<file path="src/rtl/mfio_pkg.sv">
package mfio_pkg;
  localparam int AW = 4;
  localparam int DW = 8;
  localparam logic [AW-1:0] A_ADC_LO  = 4'd0;
  localparam logic [AW-1:0] A_ADC_HI  = 4'd1;
  localparam logic [AW-1:0] A_ADC_CS  = 4'd2;
  localparam logic [AW-1:0] A_RSVD    = 4'd3;
  localparam logic [AW-1:0] A_DAC0_LO = 4'd4;
  localparam logic [AW-1:0] A_DAC0_HI = 4'd5;
  localparam logic [AW-1:0] A_DAC1_LO = 4'd6;
  localparam logic [AW-1:0] A_DAC1_HI = 4'd7;
  localparam logic [AW-1:0] A_DIGIO   = 4'd8;
  localparam logic [AW-1:0] A_PWM0    = 4'd9;
  localparam logic [AW-1:0] A_PWM1    = 4'd10;
  localparam logic [AW-1:0] A_ENAB    = 4'd11;
  localparam logic [AW-1:0] A_TIMER   = 4'd12;
  localparam logic [AW-1:0] A_CNTCMD  = 4'd13;
  localparam logic [AW-1:0] A_SNAP_LO = 4'd14;
  localparam logic [AW-1:0] A_SNAP_HI = 4'd15;
  // command bit positions in the counter control byte
  localparam int B_CLR1 = 0;
  localparam int B_CLR2 = 1;
  localparam int B_LAT1 = 2;
  localparam int B_LAT2 = 3;
endpackage

</file>
<file path="src/rtl/mfio_dac_chan.sv">
module mfio_dac_chan #(
  parameter int CODE_W = 12,
  parameter int DW     = 8
) (
  input  logic              clk,
  input  logic              rst,
  input  logic              ld_lo,
  input  logic              ld_hi,
  input  logic [DW-1:0]     wdata,
  output logic [CODE_W-1:0] code
);
  localparam int HI_W = CODE_W - DW;
  logic [DW-1:0] hold_q;

  always_ff @(posedge clk) begin
    if (rst) begin
      hold_q <= '0;
      code   <= '0;
    end else begin
      if (ld_lo) hold_q <= wdata;
      if (ld_hi) code <= {wdata[HI_W-1:0], hold_q};
    end
  end

  // without a high-byte load the code stays put
  assert_dac_hold_R2: assert property (@(posedge clk) disable iff (rst)
    !ld_hi |=> $stable(code));
  // a low-byte load never reaches the code in the next cycle
  assert_dac_lo_only_R2: assert property (@(posedge clk) disable iff (rst)
    (ld_lo && !ld_hi) |=> $stable(code));
endmodule

</file>
<file path="src/rtl/mfio_cnt_snap.sv">
module mfio_cnt_snap
  import mfio_pkg::*;
#(
  parameter int CW = 16
) (
  input  logic          clk,
  input  logic          rst,
  input  logic          cmd_wr,
  input  logic [DW-1:0] wdata,
  input  logic [CW-1:0] cnt1,
  input  logic [CW-1:0] cnt2,
  output logic [CW-1:0] snap,
  output logic          clr1,
  output logic          clr2
);
  always_ff @(posedge clk) begin
    if (rst) begin
      snap <= '0;
      clr1 <= 1'b0;
      clr2 <= 1'b0;
    end else begin
      clr1 <= cmd_wr && wdata[B_CLR1];
      clr2 <= cmd_wr && wdata[B_CLR2];
      if (cmd_wr && wdata[B_LAT1])      snap <= cnt1;
      else if (cmd_wr && wdata[B_LAT2]) snap <= cnt2;
    end
  end

  // snapshot only moves on a latch command
  assert_snap_stable_R10: assert property (@(posedge clk) disable iff (rst)
    !(cmd_wr && (wdata[B_LAT1] || wdata[B_LAT2])) |=> $stable(snap));
  // clear pulses only follow a command write
  assert_clr1_src_R9: assert property (@(posedge clk) disable iff (rst)
    $rose(clr1) |-> $past(cmd_wr));
  assert_clr2_src_R9: assert property (@(posedge clk) disable iff (rst)
    $rose(clr2) |-> $past(cmd_wr));
endmodule

</file>
<file path="src/rtl/mfio_rd_mux.sv">
module mfio_rd_mux
  import mfio_pkg::*;
#(
  parameter int RES_W = 12,
  parameter int CW    = 16
) (
  input  logic [AW-1:0]    addr,
  input  logic [RES_W-1:0] adc_result,
  input  logic             adc_busy,
  input  logic [DW-1:0]    din,
  input  logic [CW-1:0]    snap,
  output logic [DW-1:0]    dout
);
  localparam int PAD = 2 * DW;
  logic [PAD-1:0] res_p, snap_p;

  always_comb begin
    res_p  = PAD'(adc_result);
    snap_p = PAD'(snap);
    unique case (addr)
      A_ADC_LO:  dout = res_p[DW-1:0];
      A_ADC_HI:  dout = res_p[PAD-1:DW];
      A_ADC_CS:  dout = {{(DW-1){1'b0}}, adc_busy};
      A_DIGIO:   dout = din;
      A_SNAP_LO: dout = snap_p[DW-1:0];
      A_SNAP_HI: dout = snap_p[PAD-1:DW];
      default:   dout = '0;
    endcase
  end
endmodule

</file>
<file path="src/rtl/mfio_regfile.sv">
module mfio_regfile
  import mfio_pkg::*;
#(
  parameter int CODE_W = 12,
  parameter int RES_W  = 12,
  parameter int CW     = 16
) (
  input  logic              clk,
  input  logic              rst,
  input  logic              wr_en,
  input  logic              rd_en,
  input  logic [3:0]        addr,
  input  logic [7:0]        wdata,
  output logic [7:0]        rdata,
  output logic [CODE_W-1:0] dac0_code,
  output logic [CODE_W-1:0] dac1_code,
  output logic [7:0]        dout,
  input  logic [7:0]        din,
  output logic [7:0]        pwm0_duty,
  output logic [7:0]        pwm1_duty,
  output logic [7:0]        enables,
  output logic [7:0]        timer_div,
  output logic [7:0]        adc_ctrl,
  output logic              adc_start,
  input  logic              adc_busy,
  input  logic [RES_W-1:0]  adc_result,
  input  logic [CW-1:0]     cnt1_val,
  input  logic [CW-1:0]     cnt2_val,
  output logic              cnt1_clr,
  output logic              cnt2_clr
);
  localparam int NCH = 2;

  logic [CODE_W-1:0] codes [NCH];
  logic [CW-1:0]     snap;
  logic [DW-1:0]     mux_q;

  function automatic logic hit(input logic [AW-1:0] a);
    return wr_en && (addr == a);
  endfunction

  for (genvar c = 0; c < NCH; c++) begin : g_dac
    localparam logic [AW-1:0] LO_A = A_DAC0_LO + AW'(2 * c);
    mfio_dac_chan #(.CODE_W(CODE_W), .DW(DW)) u_chan (
      .clk   (clk),
      .rst   (rst),
      .ld_lo (hit(LO_A)),
      .ld_hi (hit(LO_A + 4'd1)),
      .wdata (wdata),
      .code  (codes[c])
    );
  end
  assign dac0_code = codes[0];
  assign dac1_code = codes[1];

  mfio_cnt_snap #(.CW(CW)) u_snap (
    .clk    (clk),
    .rst    (rst),
    .cmd_wr (hit(A_CNTCMD)),
    .wdata  (wdata),
    .cnt1   (cnt1_val),
    .cnt2   (cnt2_val),
    .snap   (snap),
    .clr1   (cnt1_clr),
    .clr2   (cnt2_clr)
  );

  mfio_rd_mux #(.RES_W(RES_W), .CW(CW)) u_mux (
    .addr       (addr),
    .adc_result (adc_result),
    .adc_busy   (adc_busy),
    .din        (din),
    .snap       (snap),
    .dout       (mux_q)
  );

  always_ff @(posedge clk) begin
    if (rst) begin
      dout      <= '0;
      pwm0_duty <= '0;
      pwm1_duty <= '0;
      enables   <= '0;
      timer_div <= '0;
      adc_ctrl  <= '0;
      adc_start <= 1'b0;
      rdata     <= '0;
    end else begin
      adc_start <= hit(A_ADC_CS);
      if (hit(A_ADC_CS)) adc_ctrl  <= wdata;
      if (hit(A_DIGIO))  dout      <= wdata;
      if (hit(A_PWM0))   pwm0_duty <= wdata;
      if (hit(A_PWM1))   pwm1_duty <= wdata;
      if (hit(A_ENAB))   enables   <= wdata;
      if (hit(A_TIMER))  timer_div <= wdata;
      if (rd_en)         rdata     <= mux_q;
    end
  end

  // start pulse is a single cycle following a control write
  assert_start_src_R5: assert property (@(posedge clk) disable iff (rst)
    adc_start |-> $past(wr_en && addr == A_ADC_CS));
  // a write to channel 1 leaves channel 0 alone
  assert_chan_indep_R3: assert property (@(posedge clk) disable iff (rst)
    (wr_en && addr == A_DAC1_HI) |=> $stable(dac0_code));
  // the reserved address reads as zero
  assert_rsvd_zero_R11: assert property (@(posedge clk) disable iff (rst)
    (rd_en && addr == A_RSVD) |=> rdata == 8'h00);
  // read data only changes after a read strobe
  assert_rdata_hold_R12: assert property (@(posedge clk) disable iff (rst)
    !rd_en |=> $stable(rdata));
  // reset clears the outputs
  assert_reset_clear_R1: assert property (@(posedge clk)
    rst |=> (dac0_code == '0 && dout == '0 && !adc_start && rdata == '0));
endmodule

</file>
<file path="config.mk">
export PLATFORM = sky130hd
export DESIGN_NAME = mfio_regfile
export DESIGN_NICKNAME = d
export VERILOG_FILES = /design/src/rtl/mfio_pkg.sv /design/src/rtl/mfio_dac_chan.sv /design/src/rtl/mfio_cnt_snap.sv /design/src/rtl/mfio_rd_mux.sv /design/src/rtl/mfio_regfile.sv
export SDC_FILE = /design/constraint.sdc
export NUM_CORES = 1
export LEC_CHECK = 0
export ABC_AREA = 1
export BUFFER_PORTS_ARGS = -buffer_cell sky130_fd_sc_hd__buf_2
export CAP_MARGIN = 20
export CORE_MARGIN = 2
export CORE_UTILIZATION = 35
export CTS_BUF_LIST = sky130_fd_sc_hd__clkbuf_16
export CTS_CLUSTER_SIZE = 30
export DETAILED_ROUTE_END_ITERATION = 7
export HOLD_SLACK_MARGIN = 0.15
export PLACE_DENSITY = 0.68
export RECOVER_POWER = 100
export SLEW_MARGIN = 0
export SYNTH_ARGS = -nofsm -noshare
export SYNTH_HDL_FRONTEND = slang
export SYNTH_SLANG_ARGS = --single-unit
</file>
<file path="constraint.sdc">
create_clock -name clk -period 1.5 [get_ports clk]
set_clock_uncertainty 0.05 [all_clocks]
set_input_delay 0.225 -clock clk [delete_from_list [all_inputs] [get_ports clk]]
set_output_delay 0.225 -clock clk [all_outputs]
set_load 0.02 [all_outputs]
</file>
==> reports/metrics.cfg <==
[detailed_routing]
drtPass1Iterations = 5
drt-initial-drc-count = 291
post_drt_wl_per_cell_um = 13.98
ant_nets = 0
vias = 4653
finalWirelength_mm = 13.74
drc_errors = 0
viasPerCell = 4.733

[global_route]
grt_pass1_vias = 4359
track_usage = 0.1959
grt_max_degree = 64
antenna_found_initial = 0
grt.overflow.total = 0
grt_pass1_wl_mm = 21.73

[timing]
worst_pin_slew_ns = 0.4512
tns_ns = 0
finalCritPeriodShare = 0.9870
slew_viol_final = 0
relSlewSlack = 0.6974
report.final.hold_viol_count = 0
finalWorstSetupSlack_ns = 0.01949
rsz0062_at_grt = yes
finalSetupViolCount = 0
finalCriticalPeriod_ns = 1.481
fmax_ghz = 0.6754

[placement]
gp_congestion = 0.8290
io_buffers = 151
dp.cells = 912
dpl_cell_area_um2 = 5557
pre_cts_slack_ns = 0.06892
dpl.hpwl_mm = 9.673

[job]
max_cap_violations = 0

[synth]
synth_area_per_cell_um2 = 7.607
synth_edf_count = 0
async_flop_share = 0
synth_seq_cells = 115
synth_largest_area_cell = dfxtp_1
synth_cell_types = 29
synth_compound_area_frac = 0.1724
yosysSeqAreaShare = 0.5044
syn_area_um2 = 4564
synth_cells = 600
yosysTopAreaCellShare = 0.5044
synth_top_cells_by_area = dfxtp_1 (50%), o21ai_0 (8.9%), nor2_1 (7.8%), nand2_1 (6.7%), a21oi_1 (6.6%)
muxShareOfSynthArea = 0
synth_top_family_by_area = simple AND/OR/NAND/NOR gates
synthSimpleGateAreaFrac = 0.2495
synth_ff_type = dfxtp_1
yosys_warnings = 0
yosys.area_share.adder = 0
synthXorXnorAreaFrac = 0
syn_nets = 669

[finish]
nNetsFinal = 868
fin_cells = 983
finalInstanceArea_um2 = 6599
area_growth_pct = 44.57
drive_gt1_frac = 0.2737
diodes = 0

[worst_setup_path]
worstReg2RegStart = u_snap.snap[10]
r2r_slack_ns = 0.21
critPathCaptureType = flop
cp.required_ns = 1.76
cp_max_fo = 5
critPathSlowestCell = dlygate4sd3_1
reg2reg_depth = 5
crit_arrival_ns = 1.74
max_stage_delay_ns = 0.57
crit_type = in -> reg
cp-start-kind = input pin
cp_cell_sequence = buf_4 -> inv_4 -> nand3_4 -> nor2_8 -> buf_6 -> o21ai_2 -> nand2_1 -> nand3_1 -> dlygate4sd3_1 -> nand2_1 -> inv_1
reg2reg_to = u_snap.snap[10]
crit_top_cell = nand2_1
cp-endpoint = u_snap.snap[13]
worstSetupStartpoint = addr[1]

[pwr]
powerDensity_nw_per_um2 = 1223
leakagePower_nw = 3.140
vdd_drop_max_mv = 0.7201

[clock_tree]
cts_sinks = 115
path_clk_slew_ns = 0.06
cts_tree = built
clock_latency_ns = 0.41
cts_root_buffer = clkbuf_16
htree_num_levels = 4
cts_buffer_depth = 2
cts_made_buffers = 17

[die]
die-area_um2 = 13970
die_h_um = 118.2
ioPinCount = 152
fp-row-count = 41
die_w_um = 118.2
initial_core_util = 0.3602
core_um2 = 12670

[outcome]
status = complete, no violations

[min_path]
min_path_type = in -> reg
min_from = cnt2_val[11]

[cell usage after synthesis, types with 2 or more instances]
cell type,n
nand3b_1,9
nor2_1,95
inv_1,32
o21ai_1,7
nand2_2,4
o21bai_1,3
clkbuf_1,13
buf_2,7
a21oi_1,60
buf_4,7
nand2_1,82
nor2_2,4
clkinv_1,5
inv_2,11
nand3_1,41
dfxtp_1,115
o21ai_0,81
nor3_1,2
nand4_1,12
[through the flow]
step	total power, mW	hold WS [ns]	util
final	8.071	0.1267	0.5208
after global routing	8.352	0.1587	0.5208
after CTS	8.108	0.1594	0.5158
after detailed placement	3.788	0.3818	0.4385
after global placement	3.786	0.3809	0.4385
after floorplan	3.516	0.3185	-
[what timing repair did]
item,CTS,global route
resized for setup,0,13
hold buffers,36,0
setup buffers,0,5
hold endpoints to repair,25,0
endpoints found under the setup margin,0,12
[cell usage in the layout, fill, tap and decap left out, types with 7 or more instances in the layout]
| cell type | instances |
|---|---|
| nor2_1 | 96 |
| clkbuf_16 | 17 |
| nand4_1 | 12 |
| o21ai_0 | 81 |
| clkinv_1 | 8 |
| dlygate4sd3_1 | 32 |
| nand3_1 | 41 |
| inv_1 | 36 |
| a21oi_1 | 60 |
| o21ai_1 | 7 |
| buf_2 | 148 |
| nand2_1 | 83 |
| dfxtp_1 | 115 |
| inv_2 | 8 |
| buf_4 | 19 |
| nand3b_1 | 9 |
[worst min path at each step]
stage                            to  slack (ns)  cells after the start
finish              u_snap.snap[11]        0.13                      5
global route        u_snap.snap[11]        0.16                      5
CTS                    timer_div[5]        0.16                      3
detailed placement     timer_div[0]        0.38                      2
global placement       timer_div[3]        0.38                      2
floorplan                  rdata[4]        0.32                      2
[logic make-up after synthesis]
family | Yosys count
AO/OA/AOI/OAI | 153
buffers and inverters | 78
flip-flops | 115
AND/OR/NAND/NOR | 254
[power by group]
group	switching [mW]	internal [mW]	total, mW
Sequential	0.0312	3.12	3.15
Clock	1.38	2.90	4.28
Combinational	0.381	0.263	0.644
Total	1.79	6.28	8.07
[registers in the layout, summed over array words and instances, names as in the netlist]
register and count:
adc_ctrl 8, adc_start 1, dout 8, enables 8, g_dac.u_chan.code 24, g_dac.u_chan.hold_q 16, pwm0_duty 8, pwm1_duty 8
rdata 8, timer_div 8, u_snap.clr1 1, u_snap.clr2 1, u_snap.snap 16
[layout make-up]
cell class              count  area (µm²)
fillers                  1229        6072
flip-flops and latches    115        2302
multi-input cells         408        1943
repair buffers            208        1326
clock buffers              17       425.4
well taps                 172       215.2
clock inverters            14       193.9
inverters                  49       192.7
[per-layer routing]
layer	GRT usage	up-vias	wire [µm]
met4	0.05497	0	154
met3	0.05164	16	843
met5	0	-	0
met1	0.2409	2088	5918
met2	0.3367	166	6825
li1	-	2383	-
[worst max-delay path: cells and delay by family]
family                 cells  cell delay [ns]
AOI/OAI and AO/OA          1             0.07
buffers and inverters      5             0.93
and+or+nand+nor            5             0.51
No activity file was read; power rests on OpenSTA's default activity.
